$ cat config.mk
export PLATFORM = sky130hd
export DESIGN_NAME = hazard_ctl_top
export DESIGN_NICKNAME = d
export VERILOG_FILES = /design/src/rtl/hz_pkg.sv /design/src/rtl/hz_loaduse.sv /design/src/rtl/hz_branch.sv /design/src/rtl/hz_fd_reg.sv /design/src/rtl/hz_de_reg.sv /design/src/rtl/hazard_ctl_top.sv
export SDC_FILE = /design/constraint.sdc
export NUM_CORES = 1
export LEC_CHECK = 0
export ABC_AREA = 1
export ABC_CLOCK_PERIOD_IN_PS = 1900
export BUFFER_PORTS_ARGS = -buffer_cell sky130_fd_sc_hd__buf_2
export CAP_MARGIN = 20
export CORE_ASPECT_RATIO = 0.8
export CORE_MARGIN = 5
export CORE_UTILIZATION = 35
export DETAILED_ROUTE_END_ITERATION = 8
export GPL_TIMING_DRIVEN = 0
export PLACE_DENSITY = 0.66
export SLEW_MARGIN = 20
export SYNTH_ARGS = -nofsm -noshare
export SYNTH_HDL_FRONTEND = slang
export SYNTH_HIERARCHICAL = 1
export SYNTH_SLANG_ARGS = --single-unit
$ cat constraint.sdc
create_clock -name clk -period 1.9 [get_ports clk]
set_input_delay 0.38 -clock clk [delete_from_list [all_inputs] [get_ports clk]]
set_output_delay 0.38 -clock clk [all_outputs]
set_load 0.01 [all_outputs]
$ cat src/rtl/hz_pkg.sv
package hz_pkg;
  localparam int INSTR_W  = 32;
  localparam int REG_W    = 5;
  localparam int CTRL_W   = 8;
  localparam int RS_LSB   = 21;
  localparam int RT_LSB   = 16;
  localparam int RD_LSB   = 11;
  localparam int MEMRD_BIT = 1;
  localparam int N_SRC    = 2;

  localparam logic [INSTR_W-1:0] NOP_WORD  = '0;
  localparam logic [CTRL_W-1:0]  ZERO_CTRL = '0;

  function automatic logic [REG_W-1:0] fld_rs(input logic [INSTR_W-1:0] w);
    return w[RS_LSB +: REG_W];
  endfunction

  function automatic logic [REG_W-1:0] fld_rt(input logic [INSTR_W-1:0] w);
    return w[RT_LSB +: REG_W];
  endfunction

  function automatic logic [REG_W-1:0] fld_rd(input logic [INSTR_W-1:0] w);
    return w[RD_LSB +: REG_W];
  endfunction

  // Register zero is never written, so it cannot carry a dependence.
  function automatic logic dep_match(input logic [REG_W-1:0] dst,
                                     input logic [REG_W-1:0] src);
    return (dst != '0) && (dst == src);
  endfunction
endpackage

$ cat src/rtl/hz_loaduse.sv
module hz_loaduse
  import hz_pkg::*;
#(
  parameter int NSRC = N_SRC,
  parameter int RW   = REG_W
) (
  input  logic                     ex_mem_rd,
  input  logic [RW-1:0]            ex_dst,
  input  logic [NSRC-1:0][RW-1:0]  dec_src,
  output logic [NSRC-1:0]          src_hit,
  output logic                     hit
);
  for (genvar g = 0; g < NSRC; g++) begin : g_src
    assign src_hit[g] = ex_mem_rd && dep_match(ex_dst, dec_src[g]);
  end

  assign hit = |src_hit;
endmodule

$ cat src/rtl/hz_branch.sv
module hz_branch (
  input  logic is_branch,
  input  logic regs_eq,
  input  logic stall,
  output logic take_raw,
  output logic flush
);
  assign take_raw = is_branch && regs_eq;
  // The stall has priority: the operand may still be on its way from memory.
  assign flush    = take_raw && !stall;
endmodule

$ cat src/rtl/hz_fd_reg.sv
module hz_fd_reg
  import hz_pkg::*;
#(
  parameter int IW = INSTR_W
) (
  input  logic          clk,
  input  logic          rst_n,
  input  logic          we,
  input  logic          flush,
  input  logic [IW-1:0] d,
  output logic [IW-1:0] q
);
  always_ff @(posedge clk or negedge rst_n) begin
    if (!rst_n)     q <= '0;
    else if (flush) q <= '0;
    else if (we)    q <= d;
  end
endmodule

$ cat src/rtl/hz_de_reg.sv
module hz_de_reg
  import hz_pkg::*;
#(
  parameter int CW = CTRL_W,
  parameter int RW = REG_W
) (
  input  logic          clk,
  input  logic          rst_n,
  input  logic          zero_ctrl,
  input  logic [CW-1:0] ctrl_in,
  input  logic [RW-1:0] rs_in,
  input  logic [RW-1:0] rt_in,
  input  logic [RW-1:0] rd_in,
  output logic [CW-1:0] ctrl_q,
  output logic [RW-1:0] rs_q,
  output logic [RW-1:0] rt_q,
  output logic [RW-1:0] rd_q
);
  always_ff @(posedge clk or negedge rst_n) begin
    if (!rst_n) begin
      ctrl_q <= '0;
      rs_q   <= '0;
      rt_q   <= '0;
      rd_q   <= '0;
    end else begin
      ctrl_q <= zero_ctrl ? '0 : ctrl_in;
      rs_q   <= rs_in;
      rt_q   <= rt_in;
      rd_q   <= rd_in;
    end
  end
endmodule

$ cat src/rtl/hazard_ctl_top.sv
module hazard_ctl_top
  import hz_pkg::*;
#(
  parameter int IW = INSTR_W,
  parameter int CW = CTRL_W,
  parameter int RW = REG_W
) (
  input  logic          clk,
  input  logic          rst_n,
  input  logic [IW-1:0] fetch_instr,
  input  logic [CW-1:0] dec_ctrl,
  input  logic          dec_branch,
  input  logic          dec_regs_eq,
  output logic          pc_we,
  output logic          fd_we,
  output logic          de_ctrl_zero,
  output logic          if_flush,
  output logic [IW-1:0] fd_instr,
  output logic [CW-1:0] de_ctrl,
  output logic [RW-1:0] de_rs,
  output logic [RW-1:0] de_rt,
  output logic [RW-1:0] de_rd
);
  // Named internal events, visible to the checker.
  logic                   stall_w;
  logic                   take_raw_w;
  logic                   flush_w;
  logic [N_SRC-1:0]       src_hit_w;
  logic [N_SRC-1:0][RW-1:0] dec_src_w;
  logic                   ex_mem_rd_w;

  assign dec_src_w[0] = fld_rs(fd_instr);
  assign dec_src_w[1] = fld_rt(fd_instr);
  assign ex_mem_rd_w  = de_ctrl[MEMRD_BIT];

  hz_loaduse #(.NSRC(N_SRC), .RW(RW)) u_lu (
    .ex_mem_rd (ex_mem_rd_w),
    .ex_dst    (de_rt),
    .dec_src   (dec_src_w),
    .src_hit   (src_hit_w),
    .hit       (stall_w)
  );

  hz_branch u_br (
    .is_branch (dec_branch),
    .regs_eq   (dec_regs_eq),
    .stall     (stall_w),
    .take_raw  (take_raw_w),
    .flush     (flush_w)
  );

  assign pc_we        = !stall_w;
  assign fd_we        = !stall_w;
  assign de_ctrl_zero = stall_w;
  assign if_flush     = flush_w;

  hz_fd_reg #(.IW(IW)) u_fd (
    .clk   (clk),
    .rst_n (rst_n),
    .we    (fd_we),
    .flush (flush_w),
    .d     (fetch_instr),
    .q     (fd_instr)
  );

  hz_de_reg #(.CW(CW), .RW(RW)) u_de (
    .clk       (clk),
    .rst_n     (rst_n),
    .zero_ctrl (de_ctrl_zero),
    .ctrl_in   (dec_ctrl),
    .rs_in     (dec_src_w[0]),
    .rt_in     (dec_src_w[1]),
    .rd_in     (fld_rd(fd_instr)),
    .ctrl_q    (de_ctrl),
    .rs_q      (de_rs),
    .rt_q      (de_rt),
    .rd_q      (de_rd)
  );
endmodule

==> results of run 1 <==
[worst max-delay path, cell delays in order, from the launching register on]
cell	delay (ns)
dfrtp_1	0.43
nand2_1	0.09
nand2_1	0.06
inv_1	0.05
nand2_1	0.06
nor2_2	0.15
nand2_2	0.08
nand2_4	0.13
inv_4	0.05
buf_6	0.12
[power by group through the flow]
stage / Sequential (mW) / Clock [mW] / Combinational [mW]
floorplan: 1.47 / 0 / 0.243
global route: 1.40 / 0.701 / 0.675
detailed placement: 1.41 / 0 / 0.573
global placement: 1.41 / 0 / 0.564
finish: 1.38 / 0.619 / 0.604
CTS: 1.38 / 0.645 / 0.603
[layout by cell type, fill, tap and decap left out, types with 2 or more instances in the layout]
cell type,n
a21oi_2,2
buf_2,99
buf_4,11
buf_6,10
clkbuf_1,2
clkbuf_8,6
dfrtp_1,54
inv_1,19
inv_2,7
nand2_1,90
nand2_2,3
nand3_1,30
nand3_2,5
nor2_1,10
nor2_2,3
[through the flow]
stage                     power [mW]  utilization (%)
after floorplan                1.711                -
after global placement         1.971            45.36
after detailed placement       1.982            45.40
after CTS                      2.632            47.65
after global routing           2.779            48.15
final                          2.605            48.15
[worst min path at each step]
stage,start,end,depth (start not counted)
detailed placement,u_fd/q[12],u_de/rd_q[1],0
CTS,rst_n,u_de/rs_q[0],1
global placement,u_fd/q[11],u_de/rd_q[0],0
global route,rst_n,u_de/rt_q[0],1
floorplan,rst_n,u_de/ctrl_q[0],0
finish,rst_n,u_de/rs_q[0],1
[layer usage]
layer / vias to the layer above / part of all wire (%) / global-route usage [%]
met3: 4 / 10 / 4.669
met5: - / 0 / 0
met1: 852 / 44 / 17.63
met4: 0 / 0.63 / 3.547
li1: 958 / - / -
met2: 68 / 45 / 21.04
[sequential cells by signal (all words and copies together) (netlist names)]
name,cells
u_de/ctrl_q,8
u_de/rd_q,5
u_de/rs_q,5
u_de/rt_q,5
u_fd/q,32
[what timing repair did]
action	in CTS	in global routing
setup buffers	7	2
endpoints found under the setup margin	4	4
gates cloned	0	0
pin swaps	4	4
gates resized for setup	7	5
[layout make-up]
cell class / count / area [sq um]
fill: 646 / 3289
sequential: 55 / 1378
multi-input combinational: 147 / 681.9
timing repair buffer: 110 / 591.8
buffer: 11 / 112.6
tap: 84 / 105.1
inverter: 27 / 103.9
clock buffer: 7 / 76.32
clock inverter: 1 / 5.005
==> metrics.txt, run 1 <==
outcome finished clean; Mapped Cells 241; die height 81.91 um; crit path from u_fd/q[17]; Syn-to-layout area delta 35.01%; cts hold-fix bufs 0; Core ar. 6344 sq um; vias per inst 4.258; CP max FO 5; Slew HR 54.91%; Least-Margin Pin Slew 0.6763 ns; die area 8181 sq um; P_sw 0.7783 mW; worst min path class in -> async; Leak 1.768 nW; Worst EP arrival 1.51 ns; CP Launch Type flop; crit path to fd_we; global-route wire length before repair 8.576 mm; Power Density 852.9 nW/um^2; port bufs 102; CTS tree built; Layout Cells excl Fill 442; cell area after synthesis 2262 sq um; post-route cell area 3054 sq um; Setup-failing EPs final 0; Fin Clk Skew 0.008573 ns; peak supply drop 0.0003157 V; fin. max-slew vios 0; total negative slack 0 ns; final-report hold violation count 0; RR Endpoint u_fd/q[16]; register share of total power 53.0%; synthesized area per cell 9.387 sq um; total of max-cap violations 0; final wirelength 5.433 mm; First-pass DRT Iterations 4; Inserted Diodes 0; layout cell share with drive strength beyond 1 42.46%; CTS root buffer clkbuf_8; Setup CP Type reg -> out; worst r2r path cells 13; FF-to-FF Start u_fd/q[17]; vias in the first global route 1822; residual DRC count 0; Fin Hold WS 0.1213 ns; final period utilization 99.70%; Rows 26; switch share 29.88%; starting density of the core 35.66%; R2R Setup Slk 0.17 ns; fmax 527.9 MHz; DRT antenna net count 0; Layout Nets 401; Placement Setup Slack 0.02519 ns; Die Span X 99.89 um; Clock transition at path regs 0.09 ns; htree depth 2; Cell Area, Placed 2880 sq um; I/O pins 103; wire per inst 12.29 um; clock latency on the worst-skew pair 0.30 ns; combinational fraction of design power 23.2%; clock sinks 55; CP Data Required Time 1.52 ns; crit path time final 1.894 ns; GRT Resource Usage Total 13.37%; detailed-route via count 1882; P_int 1.827 mW; largest net degree at the start of global routing 56; Placer Congestion 0.7701; worst-case clock buffer depth 2; GRT overflow 0; Worst Slack Setup Final 0.005725 ns; Synth Warn # 6; crit end category primary output; CTS Buf Count 5; first-iteration detailed-routing DRC count 48; Clk network pwr share 23.8%; detailed-placement wirelength estimate 4.005 mm; placed insts 427; syn nets 285; initial antenna violation count 0; RSZ-0062 raised after global routing yes
Power figures use the tool's default switching activity.
==> run 2, diff against run 1 <==
- CTS_CLUSTER_DIAMETER: not set -> 60
- MAX_ROUTING_LAYER: not set -> met4
==> metrics.txt, run 2 (synthesized netlist as in run 1, its figures left out) <==
Setup CP Type reg -> out (unchanged); CP Cell Sequence nand2_1 -> nand2_1 -> inv_1 -> nand2_1 -> nor2_2 -> nand2_2 -> nand2_4 -> inv_4 -> buf_6 (unchanged); die area 8181 sq um (unchanged); Die Span X 99.89 um (unchanged); fin. max-slew vios 0 (unchanged); worst r2r path cells 13 (unchanged); Inserted Diodes 0 (unchanged); residual DRC count 0 (unchanged); Tot Pwr 2.606 mW (was 2.605 mW); Layout Nets 401 (unchanged); WL met2 2.474 mm (was 2.453 mm); port bufs 102 (unchanged); Syn-to-layout area delta 35.01% (unchanged); Core ar. 6344 sq um (unchanged); max reg flops 32 (unchanged); GRT Resource Usage Total 13.78% (was 13.37%); Rows 26 (unchanged); Least-Margin Pin Slew 0.6812 ns (was 0.6763 ns); Max stage delay on crit path 0.44 ns (was 0.43 ns); initial antenna violation count 0 (unchanged); Slew HR 54.59% (was 54.91%); fillers 646 (unchanged); CTS root buffer clkbuf_8 (unchanged); First-pass DRT Iterations 5 (was 4); M1 WL 2.397 mm (was 2.402 mm); vias in the first global route 1821 (was 1822); Fin Clk Skew 0.007839 ns (was 0.008573 ns); Leak 1.768 nW (unchanged); fmax 527.5 MHz (was 527.9 MHz); CTS tree built (unchanged); most common cell after layout, fill and taps aside buf_2 (unchanged); CP Launch Type flop (unchanged); most frequent cells in the layout buf_2, nand2_1, dfrtp_1 (unchanged); placed insts 427 (unchanged); biggest regs u_fd/q (32), u_de/ctrl_q (8) (unchanged); peak supply drop 0.0003154 V (was 0.0003157 V); Setup-failing EPs final 0 (unchanged); footprint of the multi-input gates 681.9 sq um (unchanged); crit path max-delay cell type dfrtp_1 (unchanged); RSZ-0062 raised after global routing yes (unchanged); clock sinks 55 (unchanged); worst min path class in -> async (unchanged); die height 81.91 um (unchanged); Post-Route Utilization 48.15% (unchanged); max layer used met4 (unchanged); Placer Congestion 0.7805 (was 0.7701); Biggest register u_fd/q (unchanged); starting density of the core 35.66% (unchanged); total of max-cap violations 0 (unchanged); Layout Cells excl Fill 442 (unchanged); GRT overflow 0 (unchanged); DRT antenna net count 0 (unchanged); clock latency on the worst-skew pair 0.30 ns (about the same); outcome finished clean (unchanged); wire per inst 12.31 um (was 12.29 um); crit end category primary output (unchanged); I/O pins 103 (unchanged); Power Density 853.2 nW/um^2 (was 852.9 nW/um^2); crit path time final 1.896 ns (was 1.894 ns); Clock transition at path regs 0.10 ns (was 0.09 ns); largest net degree at the start of global routing 56 (unchanged); vias per inst 4.292 (was 4.258); CP Data Required Time 1.52 ns (about the same); Crit path top cell by count nand2_1 (unchanged); final wirelength 5.442 mm (was 5.433 mm); final-report hold violation count 0 (unchanged); wire length on met3 535 um (was 543 um); first-iteration detailed-routing DRC count 63 (was 48); CP max FO 5 (unchanged); layout cell share with drive strength beyond 1 42.46% (unchanged); final period utilization 99.77% (was 99.70%); htree depth 2 (unchanged); detailed-route via count 1897 (was 1882); detailed-placement wirelength estimate 4.005 mm (unchanged); Worst EP arrival 1.52 ns (was 1.51 ns); global-route wire length before repair 8.576 mm (unchanged); FF+latch area 1378 sq um (unchanged); cts hold-fix bufs 0 (unchanged); worst-case clock buffer depth 2 (unchanged); CTS Buf Count 5 (unchanged)
[run 2: cell counts in the layout (fill, tap and decap cells not counted)]
Identical to the previous run, type by type.
[run 2: path summary, 6_finish.rpt]
| check | from | to | slack [ns] |
|---|---|---|---|
| setup / recovery | u_fd/q[17] | fd_we | 0.004 |
| hold / removal | rst_n | u_de/rd_q[1] | 0.11 |
| setup reg to reg | u_fd/q[17] | u_fd/q[16] | 0.17 |
| hold reg to reg | u_fd/q[15] | u_de/rd_q[4] | 0.41 |
| max in group asynchronous | rst_n | u_de/rt_q[2] | 1.32 |
| min in group clk | dec_ctrl[2] | u_de/ctrl_q[2] | 0.28 |
[run 2: critical path, delay by kind of cell (launching register included)]
kind / cells / cell delay, ns
simple gates: 6 / 0.57
flops: 1 / 0.44
buf+inv: 3 / 0.23
[run 2: power breakdown]
group | switching, mW | internal (mW) | total, mW
sequential | 0.0829 | 1.30 | 1.38
clock | 0.359 | 0.260 | 0.619
combinational | 0.337 | 0.267 | 0.604
[run 2: timing repair]
| item | 4_1_cts | 5_1_grt |
|---|---|---|
| gates cloned | 0 | 0 |
| resized for setup | 7 | 5 |
| endpoints found under the setup margin | 4 | 4 |
| pin swaps | 4 | 4 |
| setup buffers | 7 | 2 |
[run 2: through the flow]
stage	instance area, sq um	setup TNS [ns]	hold slack, ns	setup WS [ns]
after floorplan	2262	0	0.08441	0.1320
after global placement	2878	0	0.3786	0.03078
after detailed placement	2880	0	0.3862	0.02519
after CTS	3023	0	0.1385	0.006930
after global routing	3054	-0.3642	0.1684	-0.1009
final	3054	0	0.1128	0.004324
[run 2: final cells by class]
class / count / share of cell area (%)
plain buffers: 11 / 3.687
clock buffers: 7 / 2.499
well taps: 84 / 3.441
repair buffers: 110 / 19.38
flip-flops and latches: 55 / 45.10
multi-input cells: 147 / 22.33
inverters: 27 / 3.400
clock inverters: 1 / 0.1639
[run 2: per-layer routing]
layer  up-vias  track usage (%)
met5         -                -
met4         0            3.547
met3         4            3.905
met2        70            21.11
met1       862            18.11
li1        961                -
==> run 3, diff against run 2 <==
- CORE_UTILIZATION: 35 -> 25
- PLACE_DENSITY: 0.66 -> 0.51
==> metrics.txt, run 3 (synthesized netlist as in run 1, its figures left out) <==
Setup CP Type reg -> out (unchanged); CP Launch Type flop (unchanged); outcome complete, but fails checks (was finished clean); detailed-placement wirelength estimate 4.401 mm (was 4.005 mm); I/O pins 103 (unchanged); die height 95.08 um (was 81.91 um); Fin Clk Skew 0.006508 ns (was 0.007839 ns); Setup-failing EPs final 2 (was 0); RSZ-0062 raised after global routing yes (unchanged); WL met2 2.804 mm (was 2.474 mm); cts hold-fix bufs 0 (unchanged); Worst EP arrival 1.54 ns (was 1.52 ns); CTS tree built (unchanged); Clock transition at path regs 0.06 ns (was 0.10 ns); Rows 31 (was 26); fin. max-slew vios 0 (unchanged); max reg flops 32 (unchanged); Worst Slack Setup Final -0.02369 ns (was 0.004324 ns); final period utilization 101.2% (was 99.77%); CTS root buffer clkbuf_16 (was clkbuf_8); Die Span X 116.4 um (was 99.89 um); failing checks negative setup slack; worst-case clock buffer depth 2 (unchanged); fmax 519.8 MHz (was 527.5 MHz); Post-Route Utilization 35.13% (was 48.15%); port bufs 102 (unchanged); biggest regs u_fd/q (32), u_de/ctrl_q (8) (unchanged); Layout Nets 399 (was 401); Placer Congestion 0.7855 (was 0.7805); crit path time final 1.924 ns (was 1.896 ns); htree depth 2 (unchanged); CTS Buf Count 5 (unchanged); final-report hold violation count 0 (unchanged); Syn-to-layout area delta 39.16% (was 35.01%); First-pass DRT Iterations 4 (was 5); Core ar. 8960 sq um (was 6344 sq um); GRT Resource Usage Total 11.25% (was 13.78%); Inserted Diodes 0 (unchanged); Cell Area, Placed 2919 sq um (was 2880 sq um); vias in the first global route 1867 (was 1821); Least-Margin Pin Slew 0.7090 ns (was 0.6812 ns); Slew HR 52.73% (was 54.59%); post-route cell area 3148 sq um (was 3054 sq um); max layer used met4 (unchanged); residual DRC count 0 (unchanged); first-iteration detailed-routing DRC count 63 (unchanged); Leak 1.782 nW (was 1.768 nW); layout cell share with drive strength beyond 1 42.98% (was 42.46%); Power Density 909.5 nW/um^2 (was 853.2 nW/um^2); most frequent cells in the layout buf_2, nand2_1, dfrtp_1 (unchanged); global-route wire length before repair 9.301 mm (was 8.576 mm); wire length on met3 515 um (was 535 um); DRT antenna net count 0 (unchanged); GRT overflow 0 (unchanged); wire per inst 12.54 um (was 12.31 um); clock sinks 55 (unchanged); clock latency on the worst-skew pair 0.29 ns (was 0.30 ns); CP Data Required Time 1.52 ns (about the same); largest net degree at the start of global routing 56 (unchanged); total of max-cap violations 0 (unchanged); final wirelength 5.908 mm (was 5.442 mm); initial antenna violation count 0 (unchanged); M1 WL 2.521 mm (was 2.397 mm); most common cell after layout, fill and taps aside buf_2 (unchanged); CP max FO 4 (was 5); starting density of the core 25.25% (was 35.66%); die area 11060 sq um (was 8181 sq um); crit end category primary output (unchanged); worst min path class in -> async (unchanged); Biggest register u_fd/q (unchanged); detailed-route via count 1919 (was 1897); peak supply drop 0.0003358 V (was 0.0003154 V); vias per inst 4.074 (was 4.292)
## run 3: where the power goes
group	leakage, nW	internal (mW)	switching (mW)
clock	0.0679	0.488	0.389
combinational	1.05	0.262	0.332
sequential	0.669	1.30	0.0895
## run 3: per-layer routing
layer  up-vias  global-route usage (%)
met5         -                       -
met3         8                   3.363
met1       886                   14.04
met4         0                   3.188
met2        68                   17.81
li1        957                       -
## run 3: through the flow
stage	total power, mW	setup slack (ns)	setup TNS [ns]	hold slack [ns]	std cells
2_1_floorplan	1.711	0.1320	0	0.08441	241
3_3_place_gp	1.984	0.004941	0	0.3805	458
3_5_place_dp	1.993	-0.02123	-0.07029	0.3893	458
4_1_cts	2.910	-0.06893	-0.09860	0.1767	468
5_1_grt	3.054	-0.1368	-0.6831	0.2200	471
6_report	2.863	-0.02369	-0.03765	0.1314	471
## run 3: worst paths after layout
kind                               from  slack [ns]  depth (start not counted)             end
max in group asynchronous         rst_n        1.25                          1      u_fd/q[17]
setup reg to reg           u_de/rt_q[1]        0.13                         13       u_fd/q[6]
min in group clk            dec_ctrl[7]        0.29                          3  u_de/ctrl_q[7]
hold / removal                    rst_n        0.13                          1    u_de/rs_q[0]
setup / recovery           u_de/rt_q[1]       -0.02                          9           pc_we
hold reg to reg              u_fd/q[15]        0.40                          0    u_de/rd_q[4]
## run 3: critical path, stage by stage (launching register included)
cell and delay [ns]:
dfrtp_1 0.41, buf_4 0.15, nand2_1 0.05, nand3_1 0.08, nor2_2 0.12, nand2_2 0.07
nand2_4 0.11, inv_4 0.05, buf_6 0.10, buf_6 0.11
## run 3: repair_timing
action                                  CTS  global route
endpoints found under the setup margin   34             4
endpoints found under the hold margin     0             0
resized for setup                         7            10
buffers inserted                          2             3
pin swaps                                 4             4
## run 3: layout make-up
| class | count | area [sq um] |
|---|---|---|
| Buffer | 12 | 135.1 |
| Clock buffer | 7 | 132.6 |
| Clock inverter | 1 | 5.005 |
| Fill cell | 959 | 5812 |
| Inverter | 27 | 103.9 |
| Multi-Input combinational cell | 147 | 684.4 |
| Sequential cell | 55 | 1380 |
| Tap cell | 115 | 143.9 |
| Timing Repair Buffer | 107 | 563.0 |
